[config.mk]
export PLATFORM = sky130hd
export DESIGN_NAME = mc_exc_ctrl
export DESIGN_NICKNAME = d
export VERILOG_FILES = /design/src/rtl/mc_ctrl_pkg.sv /design/src/rtl/mc_rst_sync.sv /design/src/rtl/mc_opc_class.sv /design/src/rtl/mc_next_state.sv /design/src/rtl/mc_ctrl_out.sv /design/src/rtl/mc_exc_ctrl.sv
export SDC_FILE = /design/constraint.sdc
export NUM_CORES = 1
export LEC_CHECK = 0
export ABC_AREA = 1
export BUFFER_PORTS_ARGS = -buffer_cell sky130_fd_sc_hd__clkbuf_2
export CORE_MARGIN = 2
export CORE_UTILIZATION = 41
export CTS_BUF_LIST = sky130_fd_sc_hd__clkbuf_16
export DETAILED_ROUTE_END_ITERATION = 12
export HOLD_SLACK_MARGIN = 0.15
export PLACE_DENSITY = 0.86
export SLEW_MARGIN = 20
export SYNTH_ARGS = -nofsm -noshare
export SYNTH_HDL_FRONTEND = slang
export SYNTH_SLANG_ARGS = --single-unit
[constraint.sdc]
create_clock -name clk -period 2.6 [get_ports clk]
set_clock_uncertainty 0.05 [all_clocks]
set_input_delay 0.13 -clock clk [delete_from_list [all_inputs] [get_ports clk]]
set_output_delay 0.13 -clock clk [all_outputs]
set_load 0.005 [all_outputs]
[src/rtl/mc_ctrl_pkg.sv]
`timescale 1ns/1ps
package mc_ctrl_pkg;

  // opcode encodings recognised in decode
  localparam logic [5:0] OPC_LOAD   = 6'h23;
  localparam logic [5:0] OPC_STORE  = 6'h2B;
  localparam logic [5:0] OPC_REG    = 6'h00;
  localparam logic [5:0] OPC_JUMP   = 6'h02;
  localparam logic [5:0] OPC_BRANCH = 6'h04;
  localparam logic [5:0] OPC_ORIMM  = 6'h0D;

  // exception codes, placed in the cause field
  localparam int          XC_W     = 4;
  localparam logic [XC_W-1:0] XC_UNDEF = 4'd10;
  localparam logic [XC_W-1:0] XC_OVF   = 4'd12;

  localparam logic [1:0] ALU_ADD   = 2'b00;
  localparam logic [1:0] ALU_SUB   = 2'b01;
  localparam logic [1:0] ALU_FUNCT = 2'b10;
  localparam logic [1:0] ALU_OR    = 2'b11;

  localparam logic [1:0] SRCB_REG   = 2'b00;
  localparam logic [1:0] SRCB_FOUR  = 2'b01;
  localparam logic [1:0] SRCB_IMM   = 2'b10;
  localparam logic [1:0] SRCB_BROFF = 2'b11;

  localparam logic [1:0] PCS_ALU    = 2'b00;
  localparam logic [1:0] PCS_TARGET = 2'b01;
  localparam logic [1:0] PCS_JUMP   = 2'b10;
  localparam logic [1:0] PCS_VECTOR = 2'b11;

  localparam logic [31:0] VECTOR_DEFAULT = 32'h8000_0080;

  typedef enum logic [3:0] {
    ST_FETCH, ST_DECODE, ST_MADDR, ST_MRD, ST_LDWB, ST_STWR,
    ST_REX, ST_RWB, ST_BR, ST_JMP, ST_IEX, ST_IWB, ST_XUND, ST_XOVF
  } ctl_state_e;

  typedef enum logic [2:0] {
    OC_LOAD, OC_STORE, OC_REG, OC_JUMP, OC_BRANCH, OC_ORIMM, OC_ILLEGAL
  } op_class_e;

  typedef struct packed {
    logic            pc_wr;
    logic            pc_wr_cond;
    logic [1:0]      pc_src;
    logic            iord;
    logic            mrd;
    logic            mwr;
    logic            irw;
    logic            abw;
    logic            rw;
    logic            rdst;
    logic            m2r;
    logic            srca;
    logic [1:0]      srcb;
    logic [1:0]      aluop;
    logic            zx;
    logic            epcw;
    logic            causew;
    logic            statw;
    logic [XC_W-1:0] xcode;
  } ctl_word_t;

endpackage

[src/rtl/mc_rst_sync.sv]
`timescale 1ns/1ps
module mc_rst_sync #(
  parameter int STAGES = 2
) (
  input  logic clk,
  input  logic rst_n,
  output logic srst_n
);
  logic [STAGES-1:0] sh_q;

  // asserts at once, releases after STAGES rising edges
  always_ff @(posedge clk or negedge rst_n) begin
    if (!rst_n) sh_q <= '0;
    else        sh_q <= {sh_q[STAGES-2:0], 1'b1};
  end

  assign srst_n = sh_q[STAGES-1];
endmodule

[src/rtl/mc_opc_class.sv]
`timescale 1ns/1ps
module mc_opc_class
  import mc_ctrl_pkg::*;
#(
  parameter int OPC_W = 6
) (
  input  logic [OPC_W-1:0] opcode,
  output op_class_e        cls
);
  always_comb begin
    if      (opcode == OPC_W'(OPC_LOAD))   cls = OC_LOAD;
    else if (opcode == OPC_W'(OPC_STORE))  cls = OC_STORE;
    else if (opcode == OPC_W'(OPC_REG))    cls = OC_REG;
    else if (opcode == OPC_W'(OPC_JUMP))   cls = OC_JUMP;
    else if (opcode == OPC_W'(OPC_BRANCH)) cls = OC_BRANCH;
    else if (opcode == OPC_W'(OPC_ORIMM))  cls = OC_ORIMM;
    else                                   cls = OC_ILLEGAL;
  end
endmodule

[src/rtl/mc_next_state.sv]
`timescale 1ns/1ps
module mc_next_state
  import mc_ctrl_pkg::*;
(
  input  ctl_state_e state,
  input  op_class_e  cls,
  input  logic       alu_overflow,
  output ctl_state_e nxt
);
  always_comb begin
    nxt = ST_FETCH;
    case (state)
      ST_FETCH:  nxt = ST_DECODE;
      ST_DECODE: begin
        case (cls)
          OC_LOAD, OC_STORE: nxt = ST_MADDR;
          OC_REG:            nxt = ST_REX;
          OC_JUMP:           nxt = ST_JMP;
          OC_BRANCH:         nxt = ST_BR;
          OC_ORIMM:          nxt = ST_IEX;
          default:           nxt = ST_XUND;
        endcase
      end
      ST_MADDR:  nxt = (cls == OC_LOAD) ? ST_MRD : ST_STWR;
      ST_MRD:    nxt = ST_LDWB;
      // overflow is looked at here and nowhere else
      ST_REX:    nxt = alu_overflow ? ST_XOVF : ST_RWB;
      ST_IEX:    nxt = ST_IWB;
      default:   nxt = ST_FETCH;
    endcase
  end
endmodule

[src/rtl/mc_ctrl_out.sv]
`timescale 1ns/1ps
module mc_ctrl_out
  import mc_ctrl_pkg::*;
(
  input  ctl_state_e state,
  output ctl_word_t  ctl
);
  always_comb begin
    ctl = '0;
    case (state)
      ST_FETCH: begin
        ctl.mrd   = 1'b1;
        ctl.irw   = 1'b1;
        ctl.pc_wr = 1'b1;
        ctl.srcb  = SRCB_FOUR;
        ctl.aluop = ALU_ADD;
        ctl.pc_src = PCS_ALU;
      end
      ST_DECODE: begin
        ctl.abw   = 1'b1;
        ctl.srcb  = SRCB_BROFF;
        ctl.aluop = ALU_ADD;
      end
      ST_MADDR: begin
        ctl.srca  = 1'b1;
        ctl.srcb  = SRCB_IMM;
        ctl.aluop = ALU_ADD;
      end
      ST_MRD: begin
        ctl.mrd  = 1'b1;
        ctl.iord = 1'b1;
      end
      ST_LDWB: begin
        ctl.rw  = 1'b1;
        ctl.m2r = 1'b1;
      end
      ST_STWR: begin
        ctl.mwr  = 1'b1;
        ctl.iord = 1'b1;
      end
      ST_REX: begin
        ctl.srca  = 1'b1;
        ctl.srcb  = SRCB_REG;
        ctl.aluop = ALU_FUNCT;
      end
      ST_RWB: begin
        ctl.rw   = 1'b1;
        ctl.rdst = 1'b1;
      end
      ST_BR: begin
        ctl.srca       = 1'b1;
        ctl.srcb       = SRCB_REG;
        ctl.aluop      = ALU_SUB;
        ctl.pc_wr_cond = 1'b1;
        ctl.pc_src     = PCS_TARGET;
      end
      ST_JMP: begin
        ctl.pc_wr  = 1'b1;
        ctl.pc_src = PCS_JUMP;
      end
      ST_IEX: begin
        ctl.srca  = 1'b1;
        ctl.srcb  = SRCB_IMM;
        ctl.aluop = ALU_OR;
        ctl.zx    = 1'b1;
      end
      ST_IWB: begin
        ctl.rw = 1'b1;
      end
      ST_XUND, ST_XOVF: begin
        // ALU forms PC - 4 for the saved address
        ctl.srcb   = SRCB_FOUR;
        ctl.aluop  = ALU_SUB;
        ctl.epcw   = 1'b1;
        ctl.causew = 1'b1;
        ctl.statw  = 1'b1;
        ctl.pc_wr  = 1'b1;
        ctl.pc_src = PCS_VECTOR;
        ctl.xcode  = (state == ST_XUND) ? XC_UNDEF : XC_OVF;
      end
      default: ctl = '0;
    endcase
  end
endmodule

[src/rtl/mc_exc_ctrl.sv]
`timescale 1ns/1ps
module mc_exc_ctrl
  import mc_ctrl_pkg::*;
#(
  parameter int          XLEN        = 32,
  parameter int          OPC_W       = 6,
  parameter int          CAUSE_LSB   = 2,
  parameter int          SYNC_STAGES = 2,
  parameter logic        IE_RESET    = 1'b1,
  parameter logic [31:0] HANDLER_PC  = VECTOR_DEFAULT
) (
  input  logic             clk,
  input  logic             rst_n,
  input  logic [OPC_W-1:0] opcode,
  input  logic             alu_equal,
  input  logic             alu_overflow,
  output logic             pc_load,
  output logic [1:0]       pc_source,
  output logic             i_or_d,
  output logic             mem_read,
  output logic             mem_write,
  output logic             ir_write,
  output logic             ab_write,
  output logic             reg_write,
  output logic             reg_dst,
  output logic             mem_to_reg,
  output logic             alu_src_a,
  output logic [1:0]       alu_src_b,
  output logic [1:0]       alu_op,
  output logic             imm_zero_ext,
  output logic             epc_write,
  output logic             cause_write,
  output logic [XLEN-1:0]  cause_value,
  output logic             status_write,
  output logic             status_ie,
  output logic [XLEN-1:0]  handler_pc
);
  logic       srst_n;
  op_class_e  cls;
  ctl_state_e state_q, state_d;
  ctl_word_t  ctl;
  logic       ie_q;
  logic       ie_en;

  mc_rst_sync #(.STAGES(SYNC_STAGES)) u_rsync (
    .clk(clk), .rst_n(rst_n), .srst_n(srst_n)
  );

  mc_opc_class #(.OPC_W(OPC_W)) u_cls (
    .opcode(opcode), .cls(cls)
  );

  mc_next_state u_nxt (
    .state(state_q), .cls(cls), .alu_overflow(alu_overflow), .nxt(state_d)
  );

  mc_ctrl_out u_out (
    .state(state_q), .ctl(ctl)
  );

  always_ff @(posedge clk or negedge srst_n) begin
    if (!srst_n) state_q <= ST_FETCH;
    else         state_q <= state_d;
  end

  // enable bit: cleared on entry to any exception cycle
  assign ie_en = ctl.statw;
  always_ff @(posedge clk or negedge srst_n) begin
    if (!srst_n)    ie_q <= IE_RESET;
    else if (ie_en) ie_q <= 1'b0;
  end

  assign pc_load      = ctl.pc_wr | (ctl.pc_wr_cond & alu_equal);
  assign pc_source    = ctl.pc_src;
  assign i_or_d       = ctl.iord;
  assign mem_read     = ctl.mrd;
  assign mem_write    = ctl.mwr;
  assign ir_write     = ctl.irw;
  assign ab_write     = ctl.abw;
  assign reg_write    = ctl.rw;
  assign reg_dst      = ctl.rdst;
  assign mem_to_reg   = ctl.m2r;
  assign alu_src_a    = ctl.srca;
  assign alu_src_b    = ctl.srcb;
  assign alu_op       = ctl.aluop;
  assign imm_zero_ext = ctl.zx;
  assign epc_write    = ctl.epcw;
  assign cause_write  = ctl.causew;
  assign cause_value  = ctl.causew ? (XLEN'(ctl.xcode) << CAUSE_LSB) : '0;
  assign status_write = ctl.statw;
  assign status_ie    = ie_q;
  assign handler_pc   = XLEN'(HANDLER_PC);
endmodule

Yosys cells after proc, flatten, opt, wreduce, memory -nomap -nowiden
Cells that the tools add are included.
- bits in registers: 7
- word-level logic and storage cells: 65
- output and inout port bits: 85
- input port bits: 10
- reductions and logical operators: 10
- bitwise gates (word level): 2
- eq/ne operators: 23
- mux-type cells: 27
- operators with widths (kind ; number):
    case mux 4 bit (7 select lines) ; 1
    == test 4 bit, second input constant ; 6
    case mux 4 bit (6 select lines) ; 1
    2-to-1 mux 3 bit ; 7
    case mux 4 bit (5 select lines) ; 1
    == test 4 x 3 -> 1 bit, second input constant ; 4
    == test 6 bit, second input constant ; 2
    2-to-1 mux 1 bit ; 12
    == test 4 x 2 -> 1 bit, second input constant ; 2
    OR reduction 2 bit ; 4
    OR reduction 4 bit ; 2
    2-to-1 mux 7 bit ; 1
    == test 3 x 2 -> 1 bit, second input constant ; 2
    == test 3 bit, second input constant ; 2
    == test 6 x 2 -> 1 bit, second input constant ; 1
    == test 6 x 3 -> 1 bit, second input constant ; 1
    == test 6 x 4 -> 1 bit, second input constant ; 1
    zero test 6 bit ; 1
    2-to-1 mux 6 bit ; 1
    case mux 2 bit (3 select lines) ; 1
    == test 4 x 1 -> 1 bit, second input constant ; 1
    zero test 4 bit ; 1
    2-to-1 mux 4 bit ; 1
    == test 3 x 1 -> 1 bit, second input constant ; 1
    other kinds (5) ; 5

Logic depth before layout (Yosys ltp)
- depth in word-level cells: 11
- mapped depth: 7
- depth with buffers taken out: 7

By module
A second synthesis with hierarchy kept.
- cells, all modules: 199
- area total of the unflattened synthesis: 1213.7 um^2
- by module, submodules not included (module ; area an instance (um^2) ; seq. area each (um^2) ; instances ; cells each):
    mc_exc_ctrl ; 633.1 ; 126.4 ; 1 ; 80
    mc_ctrl_out ; 224.0 ; 0.0 ; 1 ; 52
    mc_next_state ; 195.2 ; 0.0 ; 1 ; 39
    mc_opc_class ; 107.6 ; 0.0 ; 1 ; 25
    mc_rst_sync ; 53.8 ; 50.0 ; 1 ; 3

Least setup slack after synthesis
No wires, ideal clock.
- path kind: register to output
- start: reg state_q[2]
- end: out alu_op[0]
- path buffers: 0
- arrival: 1.006 ns
- required time: 2.420 ns
- stages on the path, launching flop included: 5
- slack: 1.414 ns
- cell sequence: dfrtp_1 -> nand2_2 -> nor2_1 -> inv_1 -> nand3_1
- word-level cells in the longest chain between the ends: 3
- elaborated cells between the ends (all ways): 10
- classes of those cells: eq/ne (7); mux (1); reduce/logical (2)
- ends and longest elaborated chain (item ; RTL line ; source):
    start: declaration ; mc_exc_ctrl.sv:40 ; ctl_state_e state_q, state_d;
    start signal: assignment ; mc_exc_ctrl.sv:63 ; else state_q <= state_d;
    == test 4 bit ; mc_ctrl_out.sv:10 ; case (state)
    OR reduction 2 bit ; mc_ctrl_out.sv:10 ;
    case mux 4 bit (7 select lines) (*) ; mc_ctrl_out.sv:10 ;
    end: declaration ; mc_exc_ctrl.sv:29 ; output logic [1:0] alu_op,
Every way passes the cells marked *; elsewhere a longest branch is shown, timed or not.

Final worst setup path
Ends and elaborated chain as after synthesis.

==> results.md <==
* Flop2flop setup slack at 1.38 ns
* Vias at ~900
* CTS Buf Count at 3
* Fin. max-slew vios at 0
* Post-route ant nets at 0
* Final instance area at about 1100 sq um
* Leakage Power at 0.7500 nW
* TritonCTS clock tree: built
* Synth warn at 0
* CP Class: reg2out
* Hold path depth at 5
* Cell area power density at 729.5 nW/um^2
* Hold EP: state_q[3]
* Worst r2r src: state_q[2]
* # setup viols final at 0
* Most common cell after layout, fill and taps aside: conb_1
* Detailed-route DRC error count at 0
* Core ar. at 2477 sq um
* Syn Inst Count at ~160
* Hold Path Origin: alu_overflow
* Max Fanout on Critical Path at 6
* GR Util All Layers at between 10 and 15%
* Initial DRC Count at 28
* VDD IR max at 327.1 uV
* Yosys cell types at 20
* Instance area at placement at approximately 1000 sq um
* DP HPWL at 1.531 mm
* # port buffers at 33
* Critical Path AT at between 1 and 1.5 ns
* FF-to-FF End: state_q[2]
* Sink Count at 7
* DIE AREA at around 3000 sq um
* Final core occ at 45.66%
* Total of max-cap violations at 0
* Crit. End Element: primary output
* Hold Fails Final Rpt at 0
* Post-CTS setup buffer count at 0
* HP Class: in2reg
* Area grow syn2layout at 5.238%
* N_diodes at 0
* Post-route minimum period at between 1.5 and 2 ns
* DR WL/cell at roughly 8 um
* DR vias/cell at 3.843
* CP startpoint kind: register
* Commonest non-fill, non-tap cells in the layout: conb_1, clkbuf_2, nand2_1
* Cell Rows at 18
* Register bit total from synthesis at 7
* Htree depth at 1
* CP Data Required Time at 2.42 ns
* Cell Area, Synth at between 1000 and 1500 sq um
* Status: complete, no violations
* Initial core utilization at 43.38%
* Syn Area/Cell at around 6.6 sq um
* Die outline height at 55.20 um
* First drt pass iteration count at 4
* RSZ-0062 raised after global routing: no
* Initial antenna violation count at 0
* Final net count at 210
* Post-synthesis sequential area ratio at between 15 and 20%
* CTS clk-pin slew, worst paths at around 0.030 ns
* First-pass GRT wire length at 2.822 mm
* Vias in the first global route at between 600 and 700
* Routed wire length at 1.799 mm
* Worst-case clock buffer depth at 2
* Fmax at roughly 0.63 GHz
* Clk Latency, worst-skew pair at around 0.23 ns
* CTS root buf: clkbuf_16
* Die width at around 55 um
* R2r worst-path depth at 5
* Remaining Overflow, GRT at 0
* Final setup TNS at 0 ns
* # IOs at 95
* Placer congestion estimate at between 0.8 and 0.9
* Fin crit share at 60.64%
* Ratio of cells with drive above 1 in the final layout at about a quarter
* Largest net degree at the start of global routing at 8
[Yosys cell counts]
master | n | area [sq um]
nand4_1 | 1 | 6.260
nand2_2 | 3 | 18.77
o21ai_0 | 1 | 5.000
buf_4 | 64 | 480.5
nand3_1 | 13 | 65.06
inv_1 | 15 | 56.30
nand2_1 | 23 | 86.33
inv_2 | 3 | 11.26
o211ai_1 | 1 | 7.510
dfrtp_1 | 6 | 150.1
xnor2_1 | 1 | 8.760
nor2_1 | 20 | 75.07
o22ai_1 | 1 | 6.260
nor3_1 | 2 | 10.01
conb_1 | 2 | 7.510
nor2_2 | 1 | 6.260
a21oi_1 | 1 | 5.000
dfstp_2 | 1 | 26.28
nor2_4 | 3 | 33.78
o21ai_2 | 1 | 8.760
[logic make-up after synthesis]
logic type	count (synthesis)	synth area share, %
buffers and inverters	82	50.99
and+or+nand+nor	66	28.06
DFF	7	16.41
AOI/OAI and AO/OA	5	3.027
other	2	0.6987
xor gates and xnor gates	1	0.8150
[report_power, final]
group / switching, mW / total [mW] / internal [mW] / leakage [nW]
combinational: 0.240 / 0.397 / 0.158 / 0.622
sequential: 0.0423 / 0.175 / 0.132 / 0.0856
clock: 0.0535 / 0.253 / 0.200 / 0.0423
[per-layer routing]
metal / vias up / GRT usage [%] / routed length (um)
li1: 441 / - / -
met1: 384 / 13.73 / 698
met2: 55 / 18.54 / 899
met3: 0 / 3.044 / 201
met4: 0 / 4.181 / 0
met5: - / 0 / 0
[sequential cells by signal (all words and copies together) (netlist names)]
signal	flops
state_q	4
status_ie	1
u_rsync.sh_q	2
[repair_timing]
item | 4_1_cts | 5_1_grt
hold buffers | 3 | 0
hold endpoints to repair | 6 | 0
setup endpoints to repair | 0 | 0
resized for setup | 0 | 0
[metrics by stage]
stage               hold slack [ns]  setup slack, ns  total power, mW  cells
floorplan                   -0.2156            1.414           0.4881    223
global placement            -0.1337            1.296           0.5656    222
detailed placement          -0.1303            1.253           0.5693    222
CTS                          0.1707            1.007           0.8295    229
global route                 0.2179           0.8644           0.8944    229
finish                       0.1984            1.023           0.8251    229
[cell type report]
type | count | area (sq um)
Clock buffer | 3 | 75.07
Tap cell | 30 | 37.54
Sequential cell | 7 | 176.4
Clock inverter | 1 | 3.754
Fill cell | 262 | 1346
Multi-Input combinational cell | 134 | 575.6
Inverter | 18 | 67.56
Timing Repair Buffer | 36 | 195.2
[worst max-delay path by stage]
stage / startpoint / endpoint / slack, ns / cells after the start
after floorplan: state_q[2] / alu_op[0] / 1.41 / 4
after global placement: state_q[2] / alu_op[0] / 1.30 / 5
after detailed placement: state_q[2] / alu_op[0] / 1.25 / 5
after CTS: state_q[2] / alu_op[0] / 1.01 / 5
after global routing: state_q[2] / alu_op[0] / 0.86 / 5
final: state_q[2] / alu_op[0] / 1.02 / 5
[critical path: stages, from the launching register on]
cell      delay [ns]
dfrtp_1         0.46
nand2_2         0.12
nor2_1          0.29
inv_1           0.10
nand3_1         0.09
clkbuf_2        0.11
Power figures use the tool's default switching activity.
